### src/rtl/srb_pkg.sv
package srb_pkg;

  typedef enum logic [1:0] {
    KIND_REG    = 2'd0,
    KIND_STORE  = 2'd1,
    KIND_BRANCH = 2'd2
  } kind_e;

  typedef enum logic [1:0] {
    ST_ISSUED  = 2'd0,
    ST_WRITTEN = 2'd2,
    ST_RETIRED = 2'd3
  } slot_state_e;

  // strobes from control to datapath
  typedef struct packed {
    logic alloc;
    logic retire;
    logic flush;
  } strobe_t;

endpackage

### src/rtl/srb_ctrl.sv
module srb_ctrl
  import srb_pkg::*;
#(
  parameter int DEPTH = 9,
  localparam int TW = $clog2(DEPTH),
  localparam int CW = $clog2(DEPTH + 1)
) (
  input  logic          clk,
  input  logic          rstN,
  input  logic          dispValid,
  input  logic          headDone,
  input  logic          headMiss,
  output strobe_t       strobe,
  output logic [TW-1:0] headPtr,
  output logic [TW-1:0] tailPtr,
  output logic          full,
  output logic          dispReady
);

  logic [CW-1:0] count;
  logic          flushNow;

  function automatic logic [TW-1:0] nextPtr(input logic [TW-1:0] p);
    return (p == TW'(DEPTH - 1)) ? '0 : p + 1'b1;
  endfunction

  always_comb begin
    full          = (count == CW'(DEPTH));
    flushNow      = headDone && headMiss;
    dispReady     = !full && !flushNow;
    strobe.retire = headDone;
    strobe.flush  = flushNow;
    strobe.alloc  = dispValid && dispReady;
  end

  always_ff @(posedge clk) begin
    if (!rstN) begin
      headPtr <= '0;
      tailPtr <= '0;
      count   <= '0;
    end else if (strobe.flush) begin
      headPtr <= nextPtr(headPtr);
      tailPtr <= nextPtr(headPtr);
      count   <= '0;
    end else begin
      if (strobe.retire) headPtr <= nextPtr(headPtr);
      if (strobe.alloc)  tailPtr <= nextPtr(tailPtr);
      case ({strobe.alloc, strobe.retire})
        2'b10:   count <= count + 1'b1;
        2'b01:   count <= count - 1'b1;
        default: count <= count;
      endcase
    end
  end

endmodule

### src/rtl/srb_data.sv
module srb_data
  import srb_pkg::*;
#(
  parameter int DEPTH = 9,
  parameter int NREG  = 8,
  parameter int DW    = 32,
  parameter int NSRC  = 2,
  localparam int TW = $clog2(DEPTH),
  localparam int RW = $clog2(NREG)
) (
  input  logic                      clk,
  input  logic                      rstN,
  input  strobe_t                   strobe,
  input  logic [TW-1:0]             headPtr,
  input  logic [TW-1:0]             tailPtr,
  input  logic [1:0]                dispKind,
  input  logic [RW-1:0]             dispDest,
  input  logic [DW-1:0]             dispAddr,
  input  logic [NSRC-1:0][RW-1:0]   srcReg,
  output logic [NSRC-1:0]           srcReady,
  output logic [NSRC-1:0][DW-1:0]   srcValue,
  output logic [NSRC-1:0][TW-1:0]   srcTag,
  input  logic                      cdbValid,
  input  logic [TW-1:0]             cdbTag,
  input  logic [DW-1:0]             cdbValue,
  input  logic                      cdbMiss,
  output logic                      headDone,
  output logic                      headMiss,
  output logic [1:0]                commitKind,
  output logic [RW-1:0]             commitDest,
  output logic [DW-1:0]             commitAddr,
  output logic [DW-1:0]             commitValue
);

  typedef struct packed {
    logic          busy;
    slot_state_e   st;
    logic [1:0]    kind;
    logic [RW-1:0] dest;
    logic [DW-1:0] addr;
    logic [DW-1:0] val;
    logic          miss;
  } slot_t;

  slot_t         slots  [DEPTH];
  logic          regBusy[NREG];
  logic [TW-1:0] regTag [NREG];
  logic [DW-1:0] archReg[NREG];

  slot_t headSlot;

  always_comb begin
    headSlot    = slots[headPtr];
    headDone    = headSlot.busy && (headSlot.st == ST_WRITTEN);
    headMiss    = (headSlot.kind == KIND_BRANCH) && headSlot.miss;
    commitKind  = headSlot.kind;
    commitDest  = headSlot.dest;
    commitAddr  = headSlot.addr;
    commitValue = headSlot.val;
  end

  // source lookups: architectural value, buffered value, or producer tag
  for (genvar g = 0; g < NSRC; g++) begin : g_lookup
    always_comb begin
      srcTag[g] = regTag[srcReg[g]];
      if (!regBusy[srcReg[g]]) begin
        srcReady[g] = 1'b1;
        srcValue[g] = archReg[srcReg[g]];
      end else if (slots[regTag[srcReg[g]]].st == ST_WRITTEN) begin
        srcReady[g] = 1'b1;
        srcValue[g] = slots[regTag[srcReg[g]]].val;
      end else begin
        srcReady[g] = 1'b0;
        srcValue[g] = '0;
      end
    end
  end

  always_ff @(posedge clk) begin
    if (!rstN) begin
      for (int i = 0; i < DEPTH; i++) begin
        slots[i] <= '{busy: 1'b0, st: ST_RETIRED, kind: 2'd0, dest: '0,
                      addr: '0, val: '0, miss: 1'b0};
      end
      for (int r = 0; r < NREG; r++) begin
        regBusy[r] <= 1'b0;
        regTag[r]  <= '0;
        archReg[r] <= '0;
      end
    end else if (strobe.flush) begin
      for (int i = 0; i < DEPTH; i++) begin
        slots[i].busy <= 1'b0;
        slots[i].st   <= ST_RETIRED;
      end
      for (int r = 0; r < NREG; r++) regBusy[r] <= 1'b0;
    end else begin
      // result bus snoop
      for (int i = 0; i < DEPTH; i++) begin
        if (cdbValid && cdbTag == TW'(i) && slots[i].busy && slots[i].st == ST_ISSUED) begin
          slots[i].st   <= ST_WRITTEN;
          slots[i].val  <= cdbValue;
          slots[i].miss <= cdbMiss;
        end
      end
      // retirement of the head
      if (strobe.retire) begin
        slots[headPtr].busy <= 1'b0;
        slots[headPtr].st   <= ST_RETIRED;
        if (headSlot.kind == KIND_REG) begin
          archReg[headSlot.dest] <= headSlot.val;
          if (regBusy[headSlot.dest] && regTag[headSlot.dest] == headPtr)
            regBusy[headSlot.dest] <= 1'b0;
        end
      end
      // allocation at the tail; a new rename wins over a clear
      if (strobe.alloc) begin
        slots[tailPtr] <= '{busy: 1'b1, st: ST_ISSUED, kind: dispKind, dest: dispDest,
                            addr: dispAddr, val: '0, miss: 1'b0};
        if (dispKind == KIND_REG) begin
          regBusy[dispDest] <= 1'b1;
          regTag[dispDest]  <= tailPtr;
        end
      end
    end
  end

endmodule

### src/rtl/spec_retire_buf.sv
module spec_retire_buf
  import srb_pkg::*;
#(
  parameter int DEPTH = 9,
  parameter int NREG  = 8,
  parameter int DW    = 32,
  localparam int TW = $clog2(DEPTH),
  localparam int RW = $clog2(NREG)
) (
  input  logic          clk,
  input  logic          rstN,
  input  logic          dispValid,
  input  logic [1:0]    dispKind,
  input  logic [RW-1:0] dispDest,
  input  logic [DW-1:0] dispAddr,
  output logic          dispReady,
  output logic [TW-1:0] dispTag,
  output logic          full,
  input  logic [RW-1:0] src1Reg,
  output logic          src1Ready,
  output logic [DW-1:0] src1Value,
  output logic [TW-1:0] src1Tag,
  input  logic [RW-1:0] src2Reg,
  output logic          src2Ready,
  output logic [DW-1:0] src2Value,
  output logic [TW-1:0] src2Tag,
  input  logic          cdbValid,
  input  logic [TW-1:0] cdbTag,
  input  logic [DW-1:0] cdbValue,
  input  logic          cdbMiss,
  output logic          commitValid,
  output logic [1:0]    commitKind,
  output logic [RW-1:0] commitDest,
  output logic [DW-1:0] commitAddr,
  output logic [DW-1:0] commitValue,
  output logic [TW-1:0] commitTag,
  output logic          flushOut
);

  strobe_t          strobe;
  logic [TW-1:0]    headPtr;
  logic [TW-1:0]    tailPtr;
  logic             headDone;
  logic             headMiss;
  logic [1:0][RW-1:0] srcRegs;
  logic [1:0]         srcRdy;
  logic [1:0][DW-1:0] srcVal;
  logic [1:0][TW-1:0] srcTg;

  assign srcRegs = {src2Reg, src1Reg};
  assign {src2Ready, src1Ready} = srcRdy;
  assign src1Value = srcVal[0];
  assign src2Value = srcVal[1];
  assign src1Tag   = srcTg[0];
  assign src2Tag   = srcTg[1];

  srb_ctrl #(.DEPTH(DEPTH)) u_ctrl (
    .clk(clk), .rstN(rstN), .dispValid(dispValid),
    .headDone(headDone), .headMiss(headMiss), .strobe(strobe),
    .headPtr(headPtr), .tailPtr(tailPtr), .full(full), .dispReady(dispReady)
  );

  srb_data #(.DEPTH(DEPTH), .NREG(NREG), .DW(DW), .NSRC(2)) u_data (
    .clk(clk), .rstN(rstN), .strobe(strobe), .headPtr(headPtr), .tailPtr(tailPtr),
    .dispKind(dispKind), .dispDest(dispDest), .dispAddr(dispAddr),
    .srcReg(srcRegs), .srcReady(srcRdy), .srcValue(srcVal), .srcTag(srcTg),
    .cdbValid(cdbValid), .cdbTag(cdbTag), .cdbValue(cdbValue), .cdbMiss(cdbMiss),
    .headDone(headDone), .headMiss(headMiss), .commitKind(commitKind),
    .commitDest(commitDest), .commitAddr(commitAddr), .commitValue(commitValue)
  );

  assign dispTag     = tailPtr;
  assign commitTag   = headPtr;
  assign commitValid = strobe.retire;
  assign flushOut    = strobe.flush;

endmodule

### config.mk
export PLATFORM = sky130hd
export DESIGN_NAME = spec_retire_buf
export DESIGN_NICKNAME = d
export VERILOG_FILES = /design/src/rtl/srb_pkg.sv /design/src/rtl/srb_ctrl.sv /design/src/rtl/srb_data.sv /design/src/rtl/spec_retire_buf.sv
export SDC_FILE = /design/constraint.sdc
export NUM_CORES = 2
export LEC_CHECK = 0
export BUFFER_PORTS_ARGS = -buffer_cell sky130_fd_sc_hd__buf_2
export CAP_MARGIN = 20
export CORE_MARGIN = 2
export CORE_UTILIZATION = 65
export CTS_CLUSTER_DIAMETER = 40
export DETAILED_ROUTE_END_ITERATION = 6
export MAX_ROUTING_LAYER = met4
export PLACE_DENSITY = 0.85
export SLEW_MARGIN = 20
export SYNTH_ARGS = -nofsm -noshare
export SYNTH_HDL_FRONTEND = slang
export SYNTH_SLANG_ARGS = --single-unit
export TNS_END_PERCENT = 50
### constraint.sdc
create_clock -name clk -period 13.27 [get_ports clk]
set_clock_uncertainty 0.05 [all_clocks]
set_input_delay 3.981 -clock clk [delete_from_list [all_inputs] [get_ports clk]]
set_output_delay 3.981 -clock clk [all_outputs]
set_load 0.01 [all_outputs]
==> impl_metrics.yaml <==
status:
  status: "finished with violations"
  violations: "design-rule violations"
floorplan:
  initial_core_util: 0.6530
  io_pins: 239
  core_sq_um: 96280
  num_rows: 114
  die_area_sq_um: 99220
  die_h_um: 315.0
  die_w_um: 315.0
clocking:
  cts_tree: "done"
  path_clk_slew_ps: 70
  cts-resized-gates: 0
  clkLatencyLatePin_ps: 820
  cts-root-buf: "clkbuf_16"
  cts_made_buffers: 153
  cts.sinks: 1228
  cts_buffer_depth: 3
  cts_hold_buf: 0
  postCtsSetupRepairBufs: 0
  htree_levels: 4
setup_path:
  end_kind: "output pin"
  worstSetupPathType: "in2out"
  setup.worst_path.start_class: "primary input"
  cp.required_ps: 9240
  cp.arrival_ps: 8000
  crit_path_max_fanout: 135
global_route:
  grt_use_total: 0.4496
  grt_overflow: 0
  grt_pass1_wl_um: 319900
  first_global_vias: 51380
  antenna_found_initial: 25
  grt_max_degree: 141
synthesis:
  synth_edf_count: 880
  ys.flop_type: "edfxtp_1"
  synth_top_cell_by_area: "edfxtp_1"
  syn_avg_cell_area_sq_um: 11.00
  yosys-top-cells-area: "edfxtp_1 (42%), mux4_2 (14%), dfxtp_1 (11%), nand2_1 (5.7%), and3_1 (4.9%)"
  synth_most_common_cell: "nand2_1"
  yosysSeqAreaShare: 0.5312
  ys_types: 79
  ys_ff_latch: 1228
  ys_async_sr_fraction: 0
  syn_inst: 5714
  yosysWarnings: 0
  syn-cell-area_sq_um: 62870
  synth_fp_nets: 5810
  synth_top_area_frac: 0.4203
  synth_common_cells: "nand2_1 (951), edfxtp_1 (880), nand3_1 (504), and3_1 (489), clkbuf_1 (454)"
finish:
  design_area_sq_um: 70400
  synthToLayoutAreaGrowth_pct: 11.98
  drive_gt1_frac: 0.1923
  nets: 5749
  final_cells: 7089
  fin_util: 0.7312
detailed_routing:
  vias: 53210
  wl_met2_um: 96740
  wl_met3_um: 36420
  drc: 74
  via_per_inst: 7.506
  wl_met1_um: 66020
  drt_iter0_drc: 10870
  topRoutingLayerUsed: "met4"
  routedWlPerCell_um: 30.91
  dr.pass1.iters: 7
  drt-total-wl_um: 219100
  ant_nets: 0
place:
  place_inst: 6770
  io_buffers: 238
  dp_hpwl_um: 116000
  place_congestion: 0.9696
  dpl_cell_area_sq_um: 64760
power:
  p_leak_nw: 26.22
  power_density_nw_per_um2: 146.4
  ir_drop_uv: 147.0
sta:
  fin_crit_sh: 0.9064
  rsz0062_at_grt: "false"
  tightest_slew_ps: 1284
  clock.fmax_mhz: 83.14
  setup_viol_count_final: 0
  drv_slew: 0
  tns_ps: 0
  final_hold_viol_count: 0
  period_minus_slack_ps: 12030
  timing.slew.headroom: 0.1350
min_path:
  hold_path_class: "reg2reg"
run:
  maxCapViolations: 0
==> power breakdown <==
group | internal, mW | switching, mW | total [mW]
combinational | 0.582 | 0.991 | 1.57
sequential | 4.19 | 0.0833 | 4.27
clock | 2.64 | 1.81 | 4.46
==> per-layer routing <==
metal | track usage | vias up
li1 | - | 20910
met1 | 0.5260 | 25010
met2 | 0.6478 | 5782
met3 | 0.1609 | 1504
met4 | 0.3150 | 0
met5 | - | -
==> layout make-up <==
cell class	instances	area [sq um]
flip-flops and latches	1228	33400
multi-input cells	3830	27230
fillers	5807	25880
clock buffers	176	4026
repair buffers	368	2341
well taps	1276	1597
clock inverters	110	1430
inverters	72	289.0
diodes	29	72.57
==> sequential cells by signal, indices dropped and copies added (netlist names), named ones only <==
name and flops:
u_ctrl.count 4, u_ctrl.headPtr 4, u_ctrl.tailPtr 4, u_data.archReg 256, u_data.regBusy 8, u_data.regTag 32
u_data.slots 916
==> per-stage QoR <==
step / hold WS, ps / power [mW] / worst slack, ps
finish: 438.4 / 10.30 / 1242
global route: 442.0 / 10.49 / 1302
CTS: 430.7 / 10.20 / 1545
detailed placement: 408.7 / 5.829 / 1562
global placement: 400.3 / 5.792 / 1611
floorplan: 389.5 / 5.344 / 2655
==> cell families after synthesis <==
kind of cell,after synthesis,share of synthesized area
AO/OA/AOI/OAI,704,0.06516
adder cells (fa/ha/maj),12,0.002508
AND/OR/NAND/NOR,2579,0.1959
XOR/XNOR,7,0.0009752
flip-flops,1228,0.5312
buffers and inverters,656,0.04120
multiplexers,528,0.1631
==> worst paths after layout <==
check	end	cells after the start	startpoint	slack, ps
worst max-delay path	src2Value[25]	12	src2Reg[1]	1240
worst min-delay path	u_data.slots[8][0]	2	u_data.slots[8][0]	440
worst max register to register	u_data.slots[7][42]	14	register	5700
worst min register to register	u_data.slots[8][0]	2	u_data.slots[8][0]	440
==> worst max-delay path, cell delays in order <==
cell and delay, ps:
buf_4 370, mux4_2 410, mux2i_4 250, buf_12 480
nand2_1 120, and3_1 210, a311oi_1 250, a31oi_1 90
o21ai_0 1040, nand3_1 290, o21ai_0 190, buf_2 180
==> layout by cell type, fill, tap and decap left out, drive strengths merged, types with 17 or more instances in the layout <==
master	netlist	layout
a21oi	345	345
a311oi	67	67
a31oi	75	75
and2	173	173
and3	489	489
buf	129	368
bufinv	0	21
clkbuf	455	176
clkinv	2	57
dfxtp	348	348
diode	0	29
edfxtp	880	880
inv	70	91
mux2i	128	128
mux4	395	395
nand2	955	955
nand2b	17	17
nand3	506	506
nor2	356	356
nor3	24	24
o21ai	160	160
Power figures use the tool's default switching activity.
